===== config.mk =====
export PLATFORM = sky130hd
export DESIGN_NAME = loopback_guard
export DESIGN_NICKNAME = d
export VERILOG_FILES = /design/src/rtl/loopback_guard_pkg.sv /design/src/rtl/lg_cmd_arb.sv /design/src/rtl/lg_timer.sv /design/src/rtl/lg_mode_fsm.sv /design/src/rtl/lg_port_gate.sv /design/src/rtl/loopback_guard.sv
export SDC_FILE = /design/constraint.sdc
export NUM_CORES = 1
export LEC_CHECK = 0
export BUFFER_PORTS_ARGS = -buffer_cell sky130_fd_sc_hd__buf_4
export CAP_MARGIN = 20
export CORE_UTILIZATION = 40
export DETAILED_ROUTE_END_ITERATION = 7
export GPL_ROUTABILITY_DRIVEN = 0
export PLACE_DENSITY = 0.68
export REMOVE_ABC_BUFFERS = 1
export SLEW_MARGIN = 10
export SYNTH_ARGS = -nofsm -noshare
export SYNTH_HDL_FRONTEND = slang
export SYNTH_SLANG_ARGS = --single-unit

===== constraint.sdc =====
create_clock -name clk -period 2.22 [get_ports clk]
set_input_delay 0.444 -clock clk [delete_from_list [all_inputs] [get_ports clk]]
set_output_delay 0.444 -clock clk [all_outputs]
set_load 0.005 [all_outputs]

===== src/rtl/loopback_guard_pkg.sv =====
package loopback_guard_pkg;

  typedef enum logic {
    LG_IDLE = 1'b0,
    LG_LOOP = 1'b1
  } lg_state_e;

  typedef enum logic [1:0] {
    LG_REQ_NONE = 2'd0,
    LG_REQ_ARM  = 2'd1,
    LG_REQ_DROP = 2'd2
  } lg_req_e;

  function automatic lg_req_e lg_resolve(input logic init_s, input logic off_s,
                                         input logic on_s, input logic any_s,
                                         input logic in_loop);
    if (init_s || off_s)           return LG_REQ_DROP;
    else if (on_s)                 return LG_REQ_ARM;
    else if (any_s && in_loop)     return LG_REQ_ARM;
    else                           return LG_REQ_NONE;
  endfunction

endpackage


===== src/rtl/lg_cmd_arb.sv =====
module lg_cmd_arb
  import loopback_guard_pkg::*;
(
  input  logic    init_clr,
  input  logic    cmd_loop_on,
  input  logic    cmd_loop_off,
  input  logic    cmd_any,
  input  logic    in_loop,
  output lg_req_e req
);

  always_comb begin
    req = lg_resolve(init_clr, cmd_loop_off, cmd_loop_on, cmd_any, in_loop);
  end

endmodule


===== src/rtl/lg_timer.sv =====
module lg_timer #(
  parameter int unsigned TIMEOUT_CYC = 20_000_000
) (
  input  logic clk,
  input  logic rst_n,
  input  logic load,
  input  logic clear,
  input  logic run,
  output logic expired
);

  localparam int unsigned TW = $clog2(TIMEOUT_CYC + 1);
  localparam logic [TW-1:0] RELOAD = TW'(TIMEOUT_CYC - 1);

  logic [TW-1:0] cnt_q;
  logic [TW-1:0] cnt_d;
  logic          cnt_en;

  always_comb begin
    cnt_d  = cnt_q;
    cnt_en = 1'b0;
    if (clear) begin
      cnt_d  = '0;
      cnt_en = 1'b1;
    end else if (load) begin
      cnt_d  = RELOAD;
      cnt_en = 1'b1;
    end else if (run && (cnt_q != '0)) begin
      cnt_d  = cnt_q - 1'b1;
      cnt_en = 1'b1;
    end
  end

  always_ff @(posedge clk or negedge rst_n) begin
    if (!rst_n) begin
      cnt_q <= '0;
    end else if (cnt_en) begin
      cnt_q <= cnt_d;
    end
  end

  assign expired = (cnt_q == '0);

endmodule


===== src/rtl/lg_mode_fsm.sv =====
module lg_mode_fsm
  import loopback_guard_pkg::*;
(
  input  logic    clk,
  input  logic    rst_n,
  input  lg_req_e req,
  input  logic    expired,
  output logic    in_loop
);

  lg_state_e state_q;
  lg_state_e state_d;
  logic      state_en;

  always_comb begin
    state_d = state_q;
    unique case (req)
      LG_REQ_DROP: state_d = LG_IDLE;
      LG_REQ_ARM:  state_d = LG_LOOP;
      default: begin
        if ((state_q == LG_LOOP) && expired) state_d = LG_IDLE;
      end
    endcase
    state_en = (state_d != state_q);
  end

  always_ff @(posedge clk or negedge rst_n) begin
    if (!rst_n) begin
      state_q <= LG_IDLE;
    end else if (state_en) begin
      state_q <= state_d;
    end
  end

  assign in_loop = (state_q == LG_LOOP);

endmodule


===== src/rtl/lg_port_gate.sv =====
module lg_port_gate #(
  parameter int unsigned W = 1
) (
  input  logic         block,
  input  logic [W-1:0] din,
  output logic [W-1:0] dout
);

  for (genvar g = 0; g < W; g++) begin : g_lane
    assign dout[g] = din[g] & ~block;
  end

endmodule


===== src/rtl/loopback_guard.sv =====
module loopback_guard
  import loopback_guard_pkg::*;
#(
  parameter int unsigned TIMEOUT_CYC = 20_000_000,
  parameter int unsigned RD_W        = 16
) (
  input  logic            clk,
  input  logic            rst_n,
  input  logic            init_clr,
  input  logic            cmd_loop_on,
  input  logic            cmd_loop_off,
  input  logic            cmd_any,
  input  logic            lnk_tx_data,
  input  logic            lnk_tx_req,
  input  logic            lnk_rx_rdy,
  input  logic            lnk_fp_on,
  input  logic [RD_W-1:0] lnk_fp_rd,
  input  logic            pin_rx_data,
  input  logic            pin_peer_req,
  input  logic            pin_fp_data,
  input  logic            pin_fp_clk,
  output logic            lnk_rx_data,
  output logic            lnk_peer_rdy,
  output logic            lnk_fp_data,
  output logic            lnk_fp_clk,
  output logic            pin_tx_data,
  output logic            pin_rx_rdy,
  output logic            pin_fp_on,
  output logic [RD_W-1:0] pin_fp_rd,
  output logic            loop_active
);

  localparam int unsigned OUT_W = RD_W + 3;

  lg_req_e req;
  logic    expired;
  logic    in_loop;

  lg_cmd_arb u_arb (
    .init_clr    (init_clr),
    .cmd_loop_on (cmd_loop_on),
    .cmd_loop_off(cmd_loop_off),
    .cmd_any     (cmd_any),
    .in_loop     (in_loop),
    .req         (req)
  );

  lg_timer #(.TIMEOUT_CYC(TIMEOUT_CYC)) u_timer (
    .clk    (clk),
    .rst_n  (rst_n),
    .load   (req == LG_REQ_ARM),
    .clear  (req == LG_REQ_DROP),
    .run    (in_loop),
    .expired(expired)
  );

  lg_mode_fsm u_fsm (
    .clk    (clk),
    .rst_n  (rst_n),
    .req    (req),
    .expired(expired),
    .in_loop(in_loop)
  );

  // Outbound pins: all forced low during self test.
  logic [OUT_W-1:0] out_raw;
  logic [OUT_W-1:0] out_gated;
  assign out_raw = {lnk_fp_rd, lnk_fp_on, lnk_rx_rdy, lnk_tx_data};

  lg_port_gate #(.W(OUT_W)) u_gate_out (
    .block(in_loop),
    .din  (out_raw),
    .dout (out_gated)
  );

  assign pin_tx_data = out_gated[0];
  assign pin_rx_rdy  = out_gated[1];
  assign pin_fp_on   = out_gated[2];
  assign pin_fp_rd   = out_gated[OUT_W-1:3];

  // Front-panel inbound: ignored during self test.
  logic [1:0] fp_gated;
  lg_port_gate #(.W(2)) u_gate_fp (
    .block(in_loop),
    .din  ({pin_fp_clk, pin_fp_data}),
    .dout (fp_gated)
  );
  assign lnk_fp_data = fp_gated[0];
  assign lnk_fp_clk  = fp_gated[1];

  // Serial receive side: loop the transmitter back onto itself.
  assign lnk_rx_data  = in_loop ? lnk_tx_data : pin_rx_data;
  assign lnk_peer_rdy = in_loop ? lnk_tx_req  : pin_peer_req;

  assign loop_active = in_loop;

endmodule


==> results.py, run 1 <==
metrics = {
    "critical_path": {
        "cpPeakStageDelay_ns": 0.50,
        "cp_slowest_cell": "or4_1",
        "critical_path_depth": 5,
        "path_cells": "or3_4 > or4_4 > or2_1 > or4_1 > a31oi_1",
        "required_ns": 2.42,
        "r2r_cells": 5,
        "critPathTopFamily": "simple AND/OR/NAND/NOR gates",
        "r2r_start": "u_timer.cnt_q[15]",
        "cp-start-kind": "flop",
        "worstSetupPathType": "flop to flop",
        "path_buf_inv": 0,
        "crit_fanout": 3,
        "worst_ep_arrival_time_ns": 2.36,
        "reg2reg_setup_slack_ns": 0.06,
        "end_kind": "flop",
        "crit_start": "u_timer.cnt_q[15]",
    },
    "placement": {
        "dp.cells": 289,
        "dp_slack_ns": 0.0549,
        "numPortBuffers": 53,
        "hpwl_mm": 2.95,
        "place_area_um2": 2170,
    },
    "route": {
        "detail-route-antenna-nets": 0,
        "viasPerCell": 5.36,
        "routedWlPerCell_um": 13.8,
        "drcViolationCount": 0,
        "first_iter_violations": 45,
        "vias": 1571,
        "firstDrtPassIters": 4,
        "wirelength_mm": 4.03,
    },
    "synth": {
        "yosysTopAreaCell": "dfrtp_1",
        "synth.avg_cell_area_um2": 9.15,
        "synth_top_family_by_area": "simple AND/OR/NAND/NOR gates",
        "synthSimpleGateAreaFrac_pct": 28.9,
        "synth_edf_count": 0,
        "synth_common_cells": "dfrtp_1, nor2b_1, a21oi_1",
        "synth_fa_ha_area_share_pct": 0.751,
        "synth_warnings": 0,
        "syn-instance-count": 182,
        "syn_area_um2": 1670,
        "async_flop_share_pct": 100,
        "synthXorXnorAreaFrac_pct": 8.94,
        "synth_compound_area_share_pct": 15.3,
        "yosysMostFrequentCell": "dfrtp_1",
        "synth-main-ff-cell": "dfrtp_1",
        "synth_cell_types": 38,
        "synthMuxAreaShare_pct": 2.03,
        "synth_seq_cells": 26,
        "synth_area_leaders": "dfrtp_1, nor2b_1, xor2_1, a21oi_1, nor2_1",
        "post-synth-top-area-fraction_pct": 39.1,
        "ys_seq_area_share_pct": 39.1,
    },
    "timing": {
        "slew_headroom_pct": 64.9,
        "fmax_ghz": 0.463,
        "hold_viol": 0,
        "fin_ws_ns": 0.0588,
        "setup-tns-final_ns": 0,
        "period_share_pct": 97.4,
        "slew_viol_final": 0,
        "clock_skew_ns": 0.00319,
        "finalSetupViolations": 0,
        "fin_crit_ns": 2.16,
        "tightest_slew_ns": 0.513,
    },
    "grt": {
        "groute.usage.overall_pct": 18.8,
        "grt_pass1_vias": 1344,
        "grt_max_degree": 31,
        "gr-total-overflow": 0,
        "antenna_found_initial": 0,
        "grt_pass1_wl_mm": 6.27,
    },
    "layout": {
        "final_cell_area_um2": 2240,
        "drive_gt1_share_pct": 35.8,
        "areaGrowthSynthToFinish_pct": 34.7,
        "stdcell_count": 293,
        "antenna_cells": 0,
        "num-nets-final": 276,
    },
    "die": {
        "die_height_um": 66.5,
        "fp.dieArea_um2": 4430,
        "io-pin-count": 54,
        "coreArea_um2": 4000,
        "die_x_um": 66.5,
        "initial_core_util_pct": 41.6,
        "rows": 23,
    },
    "hold_path": {
        "hold_class": "input pin to asynchronous set/reset pin",
    },
    "clock_network": {
        "cts_tree": "built",
        "cts_buffers": 3,
        "clk_latency_ns": 0.27,
        "htreeDepth": 1,
        "cts.sinks": 26,
        "clk_path_buf_depth": 2,
        "clkTransAtPathRegs_ns": 0.08,
        "cts_root_buffer": "clkbuf_8",
    },
    "status": {
        "outcome": "finished, final reports clean",
    },
    "power": {
        "p_leak_nw": 0.998,
        "power.density_nw_per_um2": 485,
        "worst_ir_drop_vdd_uv": 332,
        "total_power_mw": 1.09,
    },
    "run": {
        "maxCapViolations": 0,
    },
}
-- power breakdown --
part | switching, mW | total, mW | internal [mW]
logic | 0.156 | 0.320 | 0.164
clock network | 0.142 | 0.264 | 0.122
registers | 0.0159 | 0.506 | 0.490
total | 0.314 | 1.09 | 0.775
-- timing repair --
item	in CTS	in global routing
setup buffers	0	1
hold buffers	0	0
setup endpoints to repair	0	8
resized for setup	0	8
-- final timing paths --
kind	endpoint
max	u_timer.cnt_q[21]
min	u_timer.cnt_q[2]
max reg2reg	u_timer.cnt_q[21]
min reg2reg	u_timer.cnt_q[24]
max in group asynchronous	u_timer.cnt_q[11]
min in group clk	u_timer.cnt_q[19]
-- cells in the final DEF (no fill, tap or decap), types with 3 or more instances in the layout --
master | Yosys | layout
a21oi_1 | 17 | 17
buf_4 | 0 | 68
clkbuf_8 | 2 | 3
dfrtp_1 | 26 | 26
inv_1 | 4 | 4
mux2_2 | 3 | 3
nand2_1 | 4 | 4
nand3_1 | 5 | 4
nor2_1 | 16 | 16
nor2b_1 | 21 | 21
nor4_1 | 4 | 4
o2111ai_1 | 3 | 3
o211ai_1 | 5 | 5
o21ai_0 | 5 | 4
o31ai_1 | 4 | 4
or3_1 | 5 | 4
or4_1 | 8 | 7
xnor2_1 | 3 | 3
xor2_1 | 14 | 14
-- metal layers --
layer | wire length, um | GRT usage (%) | vias up
li1 | - | - | 784
met1 | 1860 | 25.7 | 759
met5 | 0 | 0 | -
met2 | 2020 | 30.6 | 23
met3 | 111 | 3.60 | 5
met4 | 34 | 3.99 | 0
-- sequential cells by signal (all words and copies together) (netlist names) --
register and count:
u_fsm.in_loop 1, u_timer.cnt_q 25
-- final cells by class --
cell class | count | area (um^2)
fillers | 370 | 1760
inverters | 4 | 15.0
repair buffers | 69 | 522
flip-flops and latches | 26 | 651
multi-input cells | 141 | 952
well taps | 50 | 62.6
clock buffers | 3 | 41.3
-- worst reg2reg max path: cells and delay by family, from the launching register on --
kind / cells / cell delay, ns
DFF: 1 / 0.38
and+or+nand+nor: 4 / 1.54
AOI/OAI and AO/OA: 1 / 0.16
-- logic make-up (layout without fill, tap and decap cells) --
| kind of cell | count (synthesis) | after routing |
|---|---|---|
| AO/OA/AOI/OAI | 40 | 40 |
| multiplexers | 3 | 3 |
| flip-flops | 26 | 26 |
| AND/OR/NAND/NOR | 80 | 80 |
| adder cells (fa/ha/maj) | 1 | 1 |
| buffers and inverters | 15 | 76 |
| XOR/XNOR | 17 | 17 |
-- metrics by stage --
stage | hold slack [ns] | util [%]
3_3_place_gp | 0.378 | 54.2
6_report | 0.0686 | 56.1
5_1_grt | 0.0846 | 56.1
3_5_place_dp | 0.374 | 54.2
2_1_floorplan | 0.148 | -
4_1_cts | 0.0763 | 55.3
Note: power is estimated with default switching activity, not from simulation.
==> run 2, diff against run 1 <==
Settings changed: BUFFER_PORTS_ARGS -buffer_cell sky130_fd_sc_hd__buf_4 to not set, DONT_BUFFER_PORTS set to 1, PLACE_DENSITY 0.68 to not set.
==> results.py, run 2 (same netlist as run 1, synthesis figures left out) <==
metrics = {
    "clock_network": {
        "cts_tree": "built",
        "cts_buffers": 3,
        "cts.sinks": 26,
        "htreeDepth": 1,
        "clk_latency_ns": 0.27,
        "clkTransAtPathRegs_ns": 0.08,
        "cts_root_buffer": "clkbuf_8",
        "clk_path_buf_depth": 2,
    },
    "layout": {
        "final_common_cell": "dfrtp_1",
        "layout.area.seq_um2": 651,
        "fill_cells": 374,
        "final_cell_area_um2": 1880,
        "areaGrowthSynthToFinish_pct": 13.1,
        "multi_input_area_um2": 965,
        "largest_register": "u_timer.cnt_q",
        "layout_common_cells": "dfrtp_1, nor2b_1, a21oi_1",
        "stdcell_count": 242,
        "drive_gt1_share_pct": 19.3,
        "antenna_cells": 0,
        "largest_reg_flops": 25,
        "num-nets-final": 225,
    },
    "hold_path": {
        "hold_class": "input pin to flop",
    },
    "placement": {
        "place_area_um2": 1770,
        "hpwl_mm": 2.99,
        "numPortBuffers": 0,
        "dp.cells": 236,
    },
    "route": {
        "drcViolationCount": 0,
        "detail-route-antenna-nets": 0,
        "vias": 1454,
        "firstDrtPassIters": 4,
        "first_iter_violations": 74,
        "viasPerCell": 6.01,
        "routedWlPerCell_um": 16.4,
        "wirelength_mm": 3.97,
    },
    "critical_path": {
        "required_ns": 2.41,
        "cp-start-kind": "flop",
        "worstSetupPathType": "flop to flop",
        "worst_ep_arrival_time_ns": 2.34,
        "crit_fanout": 3,
        "end_kind": "flop",
    },
    "die": {
        "initial_core_util_pct": 41.6,
        "fp.dieArea_um2": 4430,
        "die_x_um": 66.5,
        "rows": 23,
        "io-pin-count": 54,
        "coreArea_um2": 4000,
        "die_height_um": 66.5,
    },
    "grt": {
        "antenna_found_initial": 0,
        "gr-total-overflow": 0,
        "grt_pass1_wl_mm": 6.53,
        "grt_max_degree": 27,
        "grt_pass1_vias": 1449,
        "groute.usage.overall_pct": 19.9,
    },
    "timing": {
        "hold_viol": 0,
        "fmax_ghz": 0.466,
        "tightest_slew_ns": 0.443,
        "slew_viol_final": 0,
        "fin_crit_ns": 2.14,
        "finalSetupViolations": 0,
        "period_share_pct": 96.6,
        "rsz0062_at_grt": "false",
        "slew_headroom_pct": 70.4,
        "clock_skew_ns": 0.00242,
        "setup-tns-final_ns": 0,
    },
    "power": {
        "p_leak_nw": 0.758,
        "power.density_nw_per_um2": 541,
        "worst_ir_drop_vdd_uv": 232,
    },
    "status": {
        "outcome": "finished, final reports clean",
    },
    "run": {
        "maxCapViolations": 0,
    },
}
-- run 2: worst max-delay path, stage by stage (launching register included) --
cell	delay (ns)
dfrtp_1	0.39
or3_4	0.40
or4_4	0.42
or2_1	0.23
or4_1	0.50
a31oi_1	0.13
-- run 2: where the power goes --
group / switching [mW] / internal [mW]
Sequential: 0.0130 / 0.490
Clock: 0.141 / 0.122
Combinational: 0.153 / 0.101
Total: 0.307 / 0.712
-- run 2: layout make-up --
type | instances | area share, %
Multi-Input combinational cell | 141 | 51.2
Sequential cell | 26 | 34.5
Clock buffer | 3 | 2.19
Tap cell | 50 | 3.32
Inverter | 4 | 0.797
Timing Repair Buffer | 18 | 7.97
-- run 2: stage by stage --
stage | util (%) | power [mW] | setup slack (ns) | hold slack [ns]
final | 47.1 | 1.02 | 0.0762 | 0.432
after global routing | 47.1 | 1.08 | 0.0114 | 0.450
after CTS | 46.1 | 1.01 | 0.00537 | 0.420
after detailed placement | 44.3 | 0.737 | -0.0271 | 0.149
after global placement | 44.3 | 0.736 | 0.0253 | 0.149
after floorplan | - | 0.665 | -0.568 | 0.148
-- run 2: path summary, 6_finish.rpt --
check	startpoint	endpoint	slack [ns]	cells after the start
min in group asynchronous	rst_n	u_timer.cnt_q[10]	0.61	2
setup reg to reg	u_timer.cnt_q[15]	u_timer.cnt_q[21]	0.08	5
hold / removal	init_clr	u_timer.cnt_q[19]	0.43	3
setup / recovery	u_timer.cnt_q[15]	u_timer.cnt_q[21]	0.08	5
hold reg to reg	u_timer.cnt_q[24]	u_timer.cnt_q[24]	0.57	2
max in group asynchronous	rst_n	u_timer.cnt_q[19]	1.46	2
-- run 2: metal layers --
| layer | wire, um | up-vias | GRT usage (%) |
|---|---|---|---|
| li1 | - | 684 | - |
| met1 | 1620 | 689 | 23.4 |
| met3 | 219 | 10 | 2.91 |
| met4 | 99 | 0 | 9.31 |
| met2 | 2030 | 71 | 35.3 |
| met5 | 0 | - | 0 |
-- run 2: what timing repair did --
action                     4_1_cts  5_1_grt
hold buffers                     2        0
setup buffers                    0        1
gates resized for setup          2        8
setup endpoints to repair        2       19
hold endpoints to repair        26        0
pin swaps                        0        1
